**config.mk**
```make
export PLATFORM = sky130hd
export DESIGN_NAME = selcc_codec
export DESIGN_NICKNAME = d
export VERILOG_FILES = /design/src/rtl/selcc_pkg.sv /design/src/rtl/selcc_enc.sv /design/src/rtl/selcc_syn.sv /design/src/rtl/selcc_fix.sv /design/src/rtl/selcc_codec.sv
export SDC_FILE = /design/constraint.sdc
export NUM_CORES = 1
export LEC_CHECK = 0
export CORE_AREA = 2 2 144 146
export DETAILED_ROUTE_END_ITERATION = 10
export DIE_AREA = 0 0 146 148
export DONT_BUFFER_PORTS = 1
export PLACE_DENSITY = 0.52
export SLEW_MARGIN = 5
export SYNTH_ARGS = -nofsm -noshare
export SYNTH_HDL_FRONTEND = slang
export SYNTH_SLANG_ARGS = --single-unit
```
**constraint.sdc**
```tcl
create_clock -name vclk -period 6.9
set_input_delay 0.69 -clock vclk [all_inputs]
set_output_delay 0.69 -clock vclk [all_outputs]
set_load 0.005 [all_outputs]
```
**src/rtl/selcc_pkg.sv**
```systemverilog
package selcc_pkg;
  parameter int unsigned DATA_W = 64;
  parameter int unsigned CHK_W  = 8;
  parameter int unsigned CELL_W = 3;

  localparam int unsigned CW_W    = DATA_W + CHK_W;
  localparam int unsigned N_CELL  = CW_W / CELL_W;
  localparam int unsigned N_PAT   = (1 << CELL_W) - 1;
  localparam int unsigned N_DCELL = (DATA_W - 1) / CELL_W;
  localparam int unsigned LIFT_W  = CHK_W - CELL_W;
  localparam logic [LIFT_W-1:0] LIFT_RED  = 5'h05;  // x^5 + x^2 + 1, top bit implicit
  localparam logic [CHK_W-1:0]  SPLIT_COL = 8'h1D;  // column of the data bit sharing a cell with check bits

  typedef logic [DATA_W-1:0] data_t;
  typedef logic [CHK_W-1:0]  syn_t;
  typedef logic [CW_W-1:0]   word_t;
  typedef logic [CW_W-1:0][CHK_W-1:0] hmat_t;

  function automatic logic [LIFT_W-1:0] lift_mul(input logic [LIFT_W-1:0] a,
                                                 input logic [LIFT_W-1:0] b);
    logic [LIFT_W-1:0] acc;
    logic [LIFT_W-1:0] t;
    acc = '0;
    t   = a;
    for (int i = 0; i < int'(LIFT_W); i++) begin
      if (b[i]) acc = acc ^ t;
      t = t[LIFT_W-1] ? ((t << 1) ^ LIFT_RED) : (t << 1);
    end
    return acc;
  endfunction

  // A multiplier is usable when its cell shares no nonzero vector with the split cell.
  function automatic logic lift_ok(input logic [LIFT_W-1:0] a);
    logic [LIFT_W-1:0] p;
    p = lift_mul(a, LIFT_W'(SPLIT_COL[CELL_W-1:0]));
    return p[CELL_W-1:0] != SPLIT_COL[2*CELL_W-1:CELL_W];
  endfunction

  function automatic hmat_t build_h();
    hmat_t h;
    int unsigned k;
    logic [LIFT_W-1:0] a;
    h = '0;
    k = 0;
    for (int c = 1; c < (1 << LIFT_W); c++) begin
      a = LIFT_W'(c);
      if (k < N_DCELL && lift_ok(a)) begin
        for (int j = 0; j < int'(CELL_W); j++)
          h[CELL_W*k + j] = {lift_mul(a, LIFT_W'(1 << j)), CELL_W'(1 << j)};
        k++;
      end
    end
    h[DATA_W-1] = SPLIT_COL;
    for (int b = 0; b < int'(CHK_W); b++)
      h[CW_W-1-b] = CHK_W'(1) << b;
    return h;
  endfunction

  localparam hmat_t H = build_h();

  function automatic word_t row_mask(input int b);
    word_t m;
    for (int p = 0; p < int'(CW_W); p++) m[p] = H[p][b];
    return m;
  endfunction

  // syndrome of error pattern m (bit j flips position CELL_W*c+j)
  function automatic syn_t cell_pat(input int c, input int m);
    syn_t s;
    s = '0;
    for (int j = 0; j < int'(CELL_W); j++)
      if (m[j]) s = s ^ H[CELL_W*c + j];
    return s;
  endfunction

  // patterns (index m-1) that include bit j of the cell
  function automatic logic [N_PAT-1:0] flip_sel(input int j);
    logic [N_PAT-1:0] v;
    for (int m = 1; m <= int'(N_PAT); m++) v[m-1] = m[j];
    return v;
  endfunction
endpackage

```
**src/rtl/selcc_enc.sv**
```systemverilog
module selcc_enc
  import selcc_pkg::*;
(
  input  data_t data_i,
  output syn_t  check_o
);
  for (genvar i = 0; i < CHK_W; i++) begin : g_chk
    localparam word_t ROW = row_mask(CHK_W - 1 - i);
    localparam data_t DROW = ROW[DATA_W-1:0];
    assign check_o[i] = ^(data_i & DROW);
  end
endmodule

```
**src/rtl/selcc_syn.sv**
```systemverilog
module selcc_syn
  import selcc_pkg::*;
(
  input  word_t word_i,
  output syn_t  syn_o
);
  for (genvar b = 0; b < CHK_W; b++) begin : g_syn
    localparam word_t ROW = row_mask(b);
    assign syn_o[b] = ^(word_i & ROW);
  end
endmodule

```
**src/rtl/selcc_fix.sv**
```systemverilog
module selcc_fix
  import selcc_pkg::*;
(
  input  syn_t  syn_i,
  input  data_t data_i,
  output data_t data_o,
  output logic  corr_o,
  output logic  uncorr_o
);
  logic [N_CELL-1:0][N_PAT-1:0] hit;
  logic [N_CELL-1:0]            cell_hit;
  data_t                        flip;

  for (genvar c = 0; c < N_CELL; c++) begin : g_cell
    for (genvar m = 1; m <= N_PAT; m++) begin : g_pat
      localparam syn_t PAT = cell_pat(c, m);
      assign hit[c][m-1] = (syn_i == PAT);
    end
    assign cell_hit[c] = |hit[c];
    for (genvar j = 0; j < CELL_W; j++) begin : g_bit
      if (CELL_W*c + j < DATA_W) begin : g_data
        localparam logic [N_PAT-1:0] SEL = flip_sel(j);
        assign flip[CELL_W*c + j] = |(hit[c] & SEL);
      end
    end
  end

  assign data_o   = data_i ^ flip;
  assign corr_o   = |cell_hit;
  assign uncorr_o = (|syn_i) & ~corr_o;
endmodule

```
**src/rtl/selcc_codec.sv**
```systemverilog
module selcc_codec
  import selcc_pkg::*;
#(
  parameter bit OUT_REG = 1'b0
) (
  input  logic                 clk_i,
  input  logic                 rst_ni,
  input  logic [DATA_W-1:0]    enc_data_i,
  output logic [CHK_W-1:0]     enc_check_o,
  input  logic [CW_W-1:0]      dec_word_i,
  output logic [DATA_W-1:0]    dec_data_o,
  output logic                 dec_corr_o,
  output logic                 dec_uncorr_o
);
  syn_t  syn;
  data_t fix_data;
  logic  fix_corr;
  logic  fix_uncorr;

  selcc_enc u_enc (
    .data_i  (enc_data_i),
    .check_o (enc_check_o)
  );

  selcc_syn u_syn (
    .word_i (dec_word_i),
    .syn_o  (syn)
  );

  selcc_fix u_fix (
    .syn_i    (syn),
    .data_i   (dec_word_i[DATA_W-1:0]),
    .data_o   (fix_data),
    .corr_o   (fix_corr),
    .uncorr_o (fix_uncorr)
  );

  if (OUT_REG) begin : g_reg
    always_ff @(posedge clk_i or negedge rst_ni) begin
      if (!rst_ni) begin
        dec_data_o   <= '0;
        dec_corr_o   <= 1'b0;
        dec_uncorr_o <= 1'b0;
      end else begin
        dec_data_o   <= fix_data;
        dec_corr_o   <= fix_corr;
        dec_uncorr_o <= fix_uncorr;
      end
    end
  end else begin : g_comb
    logic unused_clk_rst;
    assign unused_clk_rst = clk_i ^ rst_ni;
    assign dec_data_o   = fix_data;
    assign dec_corr_o   = fix_corr;
    assign dec_uncorr_o = fix_uncorr;
  end
endmodule

```
==> results.json <==
{
  "final-setup-viol-count": 0,
  "num_io_pins": 212,
  "hp-class": "input pin to primary output",
  "num_vias": 6482,
  "die_w_microns": 146,
  "ys_warn_count": 0,
  "hpwlAfterDp_microns": 22000,
  "worstMarginPinSlew_ns": 1.14,
  "n_sequential_cell": 0,
  "status": "finished, final reports clean",
  "cap_violations": 0,
  "drc_errors": 0,
  "grt_usage": 0.238,
  "rsz0062_at_grt": "no",
  "detail-route-antenna-nets": 0,
  "core_area_sq_mm": 0.0200,
  "finalHoldViolations": 0,
  "setup.worst_path.start_class": "input pin",
  "critPathMaxFanout": 23,
  "rows": 52,
  "fillers": 2227,
  "seq_area_sq_um": 0,
  "synthToLayoutAreaGrowth_pct": 5.68,
  "dr.first_iter.drc_count": 1050,
  "relSlewSlack": 0.238,
  "dr.pass1.iters": 6,
  "start_util": 0.295,
  "report.final.slew_viol_count": 0,
  "finalSetupTns_ns": 0,
  "pre_cts_slack_ns": 1.26,
  "cts_setup_buffers": 0,
  "syn_nets": 911,
  "holdPathStages": 1,
  "grt_pass1_vias": 6157,
  "clkbuf_count": 0,
  "hp-start": "dec_word_i[4]",
  "grt_pass1_wl_microns": 39800,
  "wirelength_microns": 27800,
  "place_congestion": 0.990,
  "die_h_microns": 148,
  "synth.avg_cell_area_sq_um": 7.64,
  "synthTopCellsByArea": "xnor2_1, xnor3_1, xor2_1, nor2_1, nand3_1",
  "crit_type": "input pin to primary output",
  "required_ns": 6.21,
  "final_layout_size_suffix_gt1_frac": 0.0810,
  "cp.arrival_ns": 5.21,
  "fin_crit_ns": 5.90,
  "io_buffers": 0,
  "grt_overflow": 0,
  "syn_inst": 773,
  "fin_ws_ns": 0.997,
  "syn_area_sq_mm": 0.00590,
  "cp-end-kind": "primary output",
  "fin_crit_sh": 0.856,
  "cts_resized": 0,
  "fmax_mhz": 169,
  "dieArea_sq_mm": 0.0216,
  "ys_types": 60,
  "viasPerCell": 6.33,
  "synth_top_area_cell": "xnor2_1",
  "antenna_found_initial": 0,
  "grt_max_degree": 34,
  "avgRoutedWirePerCell_microns": 27.1,
  "yosysSeqAreaShare": 0,
  "holdBufCountCts": 0,
  "hold_end": "dec_data_o[4]",
  "yosysTopAreaCellShare": 0.315,
  "layout.nets": 893
}
==> per-layer routing <==
| layer | vias to the layer above | track usage | wire length, microns |
|---|---|---|---|
| met4 | 0 | 0.0976 | 1380 |
| met1 | 3048 | 0.322 | 10800 |
| met3 | 79 | 0.0340 | 3110 |
| li1 | 2781 | - | - |
| met2 | 574 | 0.382 | 12500 |
| met5 | - | 0 | 0 |
==> critical path: stages <==
cell	delay (ns)
xnor2_1	0.57
xnor3_1	0.55
xnor2_1	0.28
xor3_1	0.71
nand4_1	0.27
buf_4	0.21
nor2_1	0.07
mux4_2	0.53
nand2b_1	0.17
nor4_1	0.61
nand4_1	0.32
a21oi_2	0.21
==> cell type report <==
| type | count | area [sq um] | area share |
|---|---|---|---|
| diodes | 1 | 2.50 | 0.000401 |
| multi-input cells | 719 | 5640 | 0.905 |
| well taps | 270 | 338 | 0.0542 |
| repair buffers | 34 | 255 | 0.0409 |
==> worst max-delay path by stage <==
stage,from,to,slack (ns),cells past startpoint
floorplan,dec_word_i[33],dec_uncorr_o,2.71,12
global placement,dec_word_i[5],dec_uncorr_o,1.29,13
detailed placement,dec_word_i[5],dec_uncorr_o,1.26,12
CTS,dec_word_i[5],dec_uncorr_o,1.22,12
global route,dec_word_i[5],dec_uncorr_o,0.94,13
finish,dec_word_i[5],dec_uncorr_o,1.0,12
==> synth_stat cells, drive strengths merged (18+ instances only) <==
cell,instances
nor2,67
o21ai,18
buf,39
nand4,28
a21oi,22
nand3,48
nand2,65
xnor3,26
xor2,60
nor3,24
xnor2,217
o22ai,20
==> through the flow <==
stage	area, sq um	cells	hold slack, ns	util
6_report	6240	1024	1.44	0.311
5_1_grt	6230	1023	1.44	0.311
4_1_cts	6230	1023	1.44	0.311
3_5_place_dp	6230	1023	1.44	0.311
3_3_place_gp	6230	1023	1.44	0.311
2_1_floorplan	5900	773	1.44	-
==> placed cells by master, fill, tap and decap left out, types with 4 or more instances in the layout <==
cell       Yosys  routed
a21oi_1       21      21
a211oi_1      15      15
xnor2_1      212     210
nor4_1        11      11
a2111oi_0     12      12
nand4_1       27      27
xor3_1         7       7
a32oi_1        5       5
nand3_1       48      48
o32ai_1        7       7
o21ai_0       18      18
a22oi_1        7       7
a31oi_1        8       8
nor2_1        66      66
o22ai_1       20      20
xnor3_1       23      23
nor3_1        23      23
o221ai_1       4       4
nand2_1       62      62
a222oi_1       8       8
buf_4          7      34
xnor2_2        3       5
o211ai_1       4       4
a221oi_1       6       6
xor2_1        59      57
==> cells by family after synthesis <==
kind of cell / Yosys count / share of synthesized area
AOI/OAI and AO/OA: 153 / 0.186
buffers and inverters: 54 / 0.0492
and+or+nand+nor: 251 / 0.201
muxes: 4 / 0.00933
xor gates and xnor gates: 311 / 0.555
